**config.mk**
```make
export PLATFORM = sky130hd
export DESIGN_NAME = stk_push_seq
export DESIGN_NICKNAME = d
export VERILOG_FILES = /design/src/rtl/stk_push_pkg.sv /design/src/rtl/stk_push_frame.sv /design/src/rtl/stk_push_fsm.sv /design/src/rtl/stk_push_seq.sv
export SDC_FILE = /design/constraint.sdc
export NUM_CORES = 1
export LEC_CHECK = 0
export ABC_AREA = 0
export ABC_CLOCK_PERIOD_IN_PS = 3870
export BUFFER_PORTS_ARGS = -buffer_cell sky130_fd_sc_hd__buf_2
export CORE_MARGIN = 3
export CORE_UTILIZATION = 40
export DETAILED_ROUTE_END_ITERATION = 16
export PLACE_DENSITY_LB_ADDON = 0.2
export SYNTH_ARGS = -nofsm -noshare
export SYNTH_HDL_FRONTEND = slang
export SYNTH_HIERARCHICAL = 1
export SYNTH_SLANG_ARGS = --single-unit
```
**constraint.sdc**
```tcl
create_clock -name clk_i -period 3.87 [get_ports clk_i]
set_input_delay 0.387 -clock clk_i [delete_from_list [all_inputs] [get_ports clk_i]]
set_output_delay 0.387 -clock clk_i [all_outputs]
set_load 0.05 [all_outputs]
```
**src/rtl/stk_push_pkg.sv**
```systemverilog
package stk_push_pkg;
  typedef enum logic [1:0] {OP_CALL = 2'd0, OP_RST = 2'd1, OP_ST16 = 2'd2, OP_ST8 = 2'd3} op_e;
  typedef enum logic [1:0] {S_IDLE, S_WR0, S_WR1, S_DONE} st_e;
endpackage

```
**src/rtl/stk_push_frame.sv**
```systemverilog
module stk_push_frame
  import stk_push_pkg::*;
#(
  parameter int ADDR_W     = 16,
  parameter int VEC_W      = 3,
  parameter int VEC_STRIDE = 8,
  parameter int PC_ADV     = 3
) (
  input  op_e               op_i,
  input  logic [VEC_W-1:0]  vec_i,
  input  logic [ADDR_W-1:0] tgt_i,
  input  logic [ADDR_W-1:0] pc_i,
  input  logic [ADDR_W-1:0] sp_i,
  input  logic [ADDR_W-1:0] data_i,
  output logic [ADDR_W-1:0] base_o,
  output logic [ADDR_W-1:0] word_o,
  output logic              two_o,
  output logic [ADDR_W-1:0] pc_nxt_o,
  output logic [ADDR_W-1:0] sp_nxt_o
);
  localparam logic [ADDR_W-1:0] FRAME = ADDR_W'(2);
  logic [ADDR_W-1:0] vec_addr, sp_dec;

  assign vec_addr = ADDR_W'(vec_i) * ADDR_W'(VEC_STRIDE);
  assign sp_dec   = sp_i - FRAME;

  always_comb begin
    base_o   = tgt_i;
    word_o   = data_i;
    two_o    = 1'b1;
    pc_nxt_o = pc_i + ADDR_W'(PC_ADV);
    sp_nxt_o = sp_i;
    unique case (op_i)
      OP_CALL, OP_RST: begin
        base_o   = sp_dec;
        word_o   = pc_i;
        sp_nxt_o = sp_dec;
        pc_nxt_o = (op_i == OP_RST) ? vec_addr : tgt_i;
      end
      OP_ST8:  two_o = 1'b0;
      default: ;
    endcase
  end
endmodule

```
**src/rtl/stk_push_fsm.sv**
```systemverilog
module stk_push_fsm
  import stk_push_pkg::*;
(
  input  logic clk_i,
  input  logic rst_ni,
  input  logic start_i,
  input  logic two_i,
  input  logic rdy_i,
  output logic load_o,
  output logic fin_o,
  output logic we_o,
  output logic hi_o,
  output logic busy_o,
  output logic done_o
);
  st_e st_q, st_d;

  always_comb begin
    st_d   = st_q;
    load_o = 1'b0;
    fin_o  = 1'b0;
    unique case (st_q)
      S_IDLE: if (start_i) begin st_d = S_WR0; load_o = 1'b1; end
      S_WR0: if (rdy_i) begin
        st_d  = two_i ? S_WR1 : S_DONE;
        fin_o = !two_i;
      end
      S_WR1: if (rdy_i) begin st_d = S_DONE; fin_o = 1'b1; end
      default: st_d = S_IDLE;
    endcase
  end

  always_ff @(posedge clk_i or negedge rst_ni)
    if (!rst_ni) st_q <= S_IDLE;
    else         st_q <= st_d;

  assign we_o   = (st_q == S_WR0) || (st_q == S_WR1);
  assign hi_o   = (st_q == S_WR1);
  assign busy_o = (st_q != S_IDLE);
  assign done_o = (st_q == S_DONE);
endmodule

```
**src/rtl/stk_push_seq.sv**
```systemverilog
module stk_push_seq
  import stk_push_pkg::*;
#(
  parameter int ADDR_W     = 16,
  parameter int VEC_W      = 3,
  parameter int VEC_STRIDE = 8,
  parameter int PC_ADV     = 3,
  localparam int BYTE_W    = ADDR_W / 2
) (
  input  logic              clk_i,
  input  logic              rst_ni,
  input  logic              start_i,
  input  logic [1:0]        op_i,
  input  logic [VEC_W-1:0]  vec_i,
  input  logic [ADDR_W-1:0] tgt_i,
  input  logic [ADDR_W-1:0] pc_i,
  input  logic [ADDR_W-1:0] sp_i,
  input  logic [ADDR_W-1:0] data_i,
  output logic              mem_we_o,
  output logic [ADDR_W-1:0] mem_addr_o,
  output logic [BYTE_W-1:0] mem_wdata_o,
  input  logic              mem_rdy_i,
  output logic              busy_o,
  output logic              done_o,
  output logic [ADDR_W-1:0] pc_o,
  output logic [ADDR_W-1:0] sp_o
);
  logic [ADDR_W-1:0] base_c, word_c, pcn_c, spn_c;
  logic [ADDR_W-1:0] base_q, word_q, pcn_q, spn_q;
  logic              two_c, two_q, load, fin, hi;

  stk_push_frame #(
    .ADDR_W(ADDR_W), .VEC_W(VEC_W), .VEC_STRIDE(VEC_STRIDE), .PC_ADV(PC_ADV)
  ) u_frame (
    .op_i(op_e'(op_i)), .vec_i(vec_i), .tgt_i(tgt_i), .pc_i(pc_i), .sp_i(sp_i),
    .data_i(data_i), .base_o(base_c), .word_o(word_c), .two_o(two_c),
    .pc_nxt_o(pcn_c), .sp_nxt_o(spn_c)
  );

  stk_push_fsm u_fsm (
    .clk_i(clk_i), .rst_ni(rst_ni), .start_i(start_i), .two_i(two_q),
    .rdy_i(mem_rdy_i), .load_o(load), .fin_o(fin), .we_o(mem_we_o), .hi_o(hi),
    .busy_o(busy_o), .done_o(done_o)
  );

  // operands frozen at start
  always_ff @(posedge clk_i or negedge rst_ni)
    if (!rst_ni) begin
      base_q <= '0; word_q <= '0; pcn_q <= '0; spn_q <= '0; two_q <= 1'b0;
    end else if (load) begin
      base_q <= base_c; word_q <= word_c; pcn_q <= pcn_c; spn_q <= spn_c; two_q <= two_c;
    end

  always_ff @(posedge clk_i or negedge rst_ni)
    if (!rst_ni) begin
      pc_o <= '0; sp_o <= '0;
    end else if (fin) begin
      pc_o <= pcn_q; sp_o <= spn_q;
    end

  assign mem_addr_o  = base_q + ADDR_W'(hi);
  assign mem_wdata_o = hi ? word_q[ADDR_W-1:BYTE_W] : word_q[BYTE_W-1:0];
endmodule

```
Yosys cells after proc, flatten, opt, wreduce, memory -nomap -nowiden
Index checks and enable logic that the tools add are counted.
{"block": "classes", "order_cmp": 0, "n_reduce_logical": 7, "eq_ne": 8, "mux": 17, "n_bitwise": 0, "n_div": 0, "n_addsub": 3, "mul": 0, "n_shift": 0}
{"cell": "$mux 16", "count": 5}
{"cell": "$add 16x1->16", "count": 1}
{"cell": "$add 16x2->16 const B", "count": 1}
{"cell": "$sub 16x2->16 const B", "count": 1}
{"cell": "$mux 8", "count": 1}
{"cell": "$eq 2x2->1 const B", "count": 3}
{"cell": "$mux 1", "count": 6}
{"cell": "$mux 2", "count": 3}
{"cell": "$ne 2x2->1 const B", "count": 3}
{"cell": "$pmux 2 s3", "count": 1}
{"cell": "$eq 2x1->1 const B", "count": 2}
{"cell": "$logic_not 2->1", "count": 2}
{"cell": "$reduce_and 3->1", "count": 1}
{"cell": "$pmux 1 s2", "count": 1}
{"cell": "$reduce_bool 2->1", "count": 1}
{"cell": "$reduce_or 2->1", "count": 1}
{"cell": "$logic_not 1->1", "count": 1}
{"cell": "$logic_or 1x1->1", "count": 1}
{"block": "totals", "mem_count": 0, "out_inout_bits": 59, "ff_bits": 99, "romBits": 0, "ram_bits": 0, "wordCells": 43, "inputBits": 73, "latchBits": 0}

Logic depth before layout (Yosys ltp)
{"block": "depth", "depth_word": 3, "ltp_mapped": 8, "ltp_nobuf": 8}

Cells and area by module
Netlist, hierarchy kept.
{"module": "stk_push_seq", "n_inst": 1, "cells_per_inst": 259, "area_each_um2": 4000.1, "seq_area_each_um2": 2427.3}
{"module": "stk_push_frame", "n_inst": 1, "cells_per_inst": 212, "area_each_um2": 1330.0, "seq_area_each_um2": 0.0}
{"module": "stk_push_fsm", "n_inst": 1, "cells_per_inst": 19, "area_each_um2": 183.9, "seq_area_each_um2": 50.0}

Least setup slack after synthesis
OpenSTA, ideal clock, no wires.
{"block": "synth_path", "kind": "register to output", "startpoint": "reg u_fsm.st_q[0]", "endpoint": "out mem_addr_o[10]", "t_required_ns": 3.483, "n_path_buf": 0, "path_stages_with_launch": 8, "setup_slack_ns": 1.241, "arrival_ns": 2.242, "path_cell_list": "dfrtp_1 -> inv_1 -> ha_1 -> ha_1 -> ha_1 -> nand3_1 -> nor3_1 -> xor2_1"}
{"block": "synth_between", "elab_chain_len": 2}
{"item": "start, declared", "line": "stk_push_fsm.sv:16", "text": "st_e st_q, st_d;"}
{"item": "start signal, assigned", "line": "stk_push_fsm.sv:35", "text": "else st_q <= st_d;"}
{"item": "$eq 2x2->1", "line": "stk_push_fsm.sv:38", "text": "assign hi_o = (st_q == S_WR1);"}
{"item": "net hi", "line": "stk_push_seq.sv:30", "text": "logic two_c, two_q, load, fin, hi;"}
{"item": "$add 16x1->16", "line": "stk_push_seq.sv:61", "text": "assign mem_addr_o = base_q + ADDR_W'(hi);"}
{"item": "end, declared", "line": "stk_push_seq.sv:20", "text": "output logic [ADDR_W-1:0] mem_addr_o,"}
The timed path passes the listed nets, and every way through them passes these cells.

Worst setup path in the final report
{"block": "layout_path", "startpoint": "reg u_fsm.st_q[0]", "endpoint": "out mem_addr_o[14]"}
Same word-level chain as after synthesis.

==> out/metrics.cfg <==
[placed_design]
dp_worst_setup_slack_ns = 1.273
dp_hpwl_mm = 10.80
gp_congestion = 0.9846
port_buffers = 131

[global_routing]
grt.overflow.total = 0
grt_use_met2_pct = 32.18
grt_pass1_wl_mm = 22.14
antenna_found_initial = 2
grt_busiest_layer = met2
grt_usage_pct = 19.27
grtUsageMet1_pct = 23.65
grt_pass1_vias = 4122
grt_start_max_net_pins = 85
use_met3_pct = 6.267

[clock_network]
cts_hold_buffers = 0
htree_levels = 3
cts_made_buffers = 9
cts_sinks = 99
ctsRootBufferMaster = clkbuf_16
clk_path_buf_depth = 2
cts.repair.resized = 0
path_clk_slew_ns = 0.07
clock_latency_ns = 0.35
post_cts.repair.setup_buffers = 0
cts_tree = built

[drt]
vias = 4111
drt-total-wl_mm = 14.19
first_pass_iters = 4
drc = 0
drtIter0Drc = 241
routed_via_density = 5.184
avgRoutedWirePerCell_um = 17.90
antenna_left = 0

[sta]
fmax_mhz = 336.8
worst_pin_slew_ns = 1.047
finalCritPeriodShare_pct = 76.72
tns_ns = 0
setup_viol = 0
rsz0062_at_grt = no
fin_crit_ns = 2.969
worst_slack_ns = 0.9008
drv_slew = 0
hold_violations = 0
slew_headroom_pct = 30.22
finClkSkew_ns = 0.005319

[power]
power_switching_share_pct = 45.31
power_switching_uw = 2645
p_comb_share_pct = 49.8
power_per_cell_area_mw_per_mm2 = 873.5
power.leakage_uw = 0.002950
seq_power_share_pct = 32.3
max-vdd-ir-drop_v = 0.0004682
p_int_uw = 3192
clkPwrFrac_pct = 17.9

[worst_setup_path]
cp.arrival_ns = 2.58
crit_type = register to primary output
worstPathMaxFanout = 12
worst_setup_path_end_kind = primary output
rrSetupSlack_ns = 1.52
worstPathRequired_ns = 3.48
start_kind = register

[layout]
post-route-util_pct = 50.07
fin_nets = 693
final_layout_size_suffix_gt1_share_pct = 45.62
syn2layout_area_growth_pct = 21.19

[flow_run]
drv_cap = 0

[logic_synthesis]
netlist_instances = 490
synth_seq_area_share_pct = 44.93
async_flop_share_pct = 100.0
syn_nets = 572
synth_area_mm2 = 0.005514
synth_edf_count = 0
synth_cell_types = 43
synthFlopType = dfrtp_1
ys_seq_elements = 99
avgSynthCellArea_um2 = 11.25
yosys_warnings = 6

[floorplan]
die_w_um = 123.4
start_util_pct = 41.31
fp.dieH_um = 123.4
die_area_mm2 = 0.01523
rows = 42
core_area_mm2 = 0.01335
num_io_pins = 132

[hold_path]
hold_class = input port to async pin

[status]
status = finished, final reports clean

[power by group through the flow]
stage               Sequential [µW]  Combinational [µW]  Clock (µW)
floorplan                      2370                1780           0
global placement               1890                2890           0
detailed placement             1910                2940           0
CTS                            1890                2950        1070
global route                   1960                3080        1120
finish                         1880                2910        1050
[registers in the layout (all words and copies together) (netlist names)]
register / count
sp_o: 16
base_q: 16
pcn_q: 16
spn_q: 16
pc_o: 16
u_fsm/st_q: 2
two_q: 1
word_q: 16
[placed cells by master (no fill, tap or decap), types with 2 or more instances in the layout]
cell type / count
a21oi_1: 3
a31oi_1: 2
buf_2: 130
buf_4: 4
bufinv_16: 3
clkbuf_16: 9
dfrtp_1: 99
ha_1: 9
inv_1: 15
mux2_1: 4
mux2_2: 114
mux2i_1: 3
nand2_1: 47
nand2b_1: 2
nand3_1: 12
nand3b_1: 2
nand4_1: 7
nor2_1: 12
nor2b_1: 2
nor3_1: 13
nor4_1: 5
nor4_2: 5
nor4_4: 2
o21ai_0: 37
or4_4: 2
xnor2_1: 30
xor2_1: 22
[cells by family after synthesis]
family / Yosys count / share of synthesized area, %
AOI/OAI and AO/OA: 49 / 4.856
and+or+nand+nor: 119 / 12.05
xor gates and xnor gates: 52 / 8.259
adders and majority gates: 9 / 2.042
DFF: 99 / 44.93
muxes: 121 / 24.64
buffers and inverters: 41 / 3.222
[critical path, cell delays in order, from the launching register on]
cell	delay, ns
dfrtp_1	0.41
inv_1	0.10
ha_1	0.15
buf_4	0.21
ha_1	0.20
ha_1	0.18
nand3_1	0.25
nor4_2	0.28
xor2_1	0.16
buf_2	0.27
[cell usage after synthesis, drive strengths merged, types with 2 or more instances]
master,count,area [µm²]
a21oi,4,20.02
mux2i,3,30.03
or4,3,30.03
nand3,12,60.06
dfrtp,99,2477
nand2b,2,12.51
nand2,47,176.4
nand4,9,77.57
nor2,13,51.30
inv,16,60.05
nor3,13,65.06
clkbuf,12,45.04
nor4,12,136.4
ha,9,112.6
nor2b,2,12.51
buf,13,72.57
nand3b,2,15.01
xnor2,30,262.8
mux2,118,1329
o21ai,38,190.2
xor2,22,192.7
a31oi,2,12.51
[path summary, 6_finish.rpt]
check | from | to | cells after the start
worst min register to register | sp_o[4]$_DFFE_PN0P_ | sp_o[4]$_DFFE_PN0P_ | 1
worst max register to register | u_fsm/st_q[0]$_DFFE_PN0P_ | sp_o[1]$_DFFE_PN0P_ | 6
max in group asynchronous | rst_ni | word_q[7]$_DFFE_PN0P_ | 2
worst min-delay path | rst_ni | sp_o[0]$_DFFE_PN0P_ | 1
worst max-delay path | u_fsm/st_q[0]$_DFFE_PN0P_ | mem_addr_o[14] | 9
min in group clk_i | sp_i[0] | spn_q[0]$_DFFE_PN0P_ | 2
[final cells by class]
type	instances	area (µm²)
Antenna cell	1	2.502
Multi-Input combinational cell	350	2872
Timing Repair Buffer	135	700.7
Fill cell	1267	6665
Tap cell	176	220.2
Inverter	16	60.06
Sequential cell	99	2477
Clock buffer	10	239.0
Clock inverter	6	111.4
[stage by stage]
step	total power, µW	area, µm²	instances	hold slack (ns)
final	5837	6683	793	0.2153
after global routing	6154	6683	793	0.3150
after CTS	5913	6680	792	0.2638
after detailed placement	4849	6330	776	0.4694
after global placement	4780	6330	776	0.4621
after floorplan	4146	5514	490	0.09141
[layer usage]
layer	vias to the layer above	wire (µm)
li1	1965	-
met1	1990	6042
met2	134	6946
met3	20	917
met4	2	274
met5	-	13
Power figures use the tool's default switching activity.
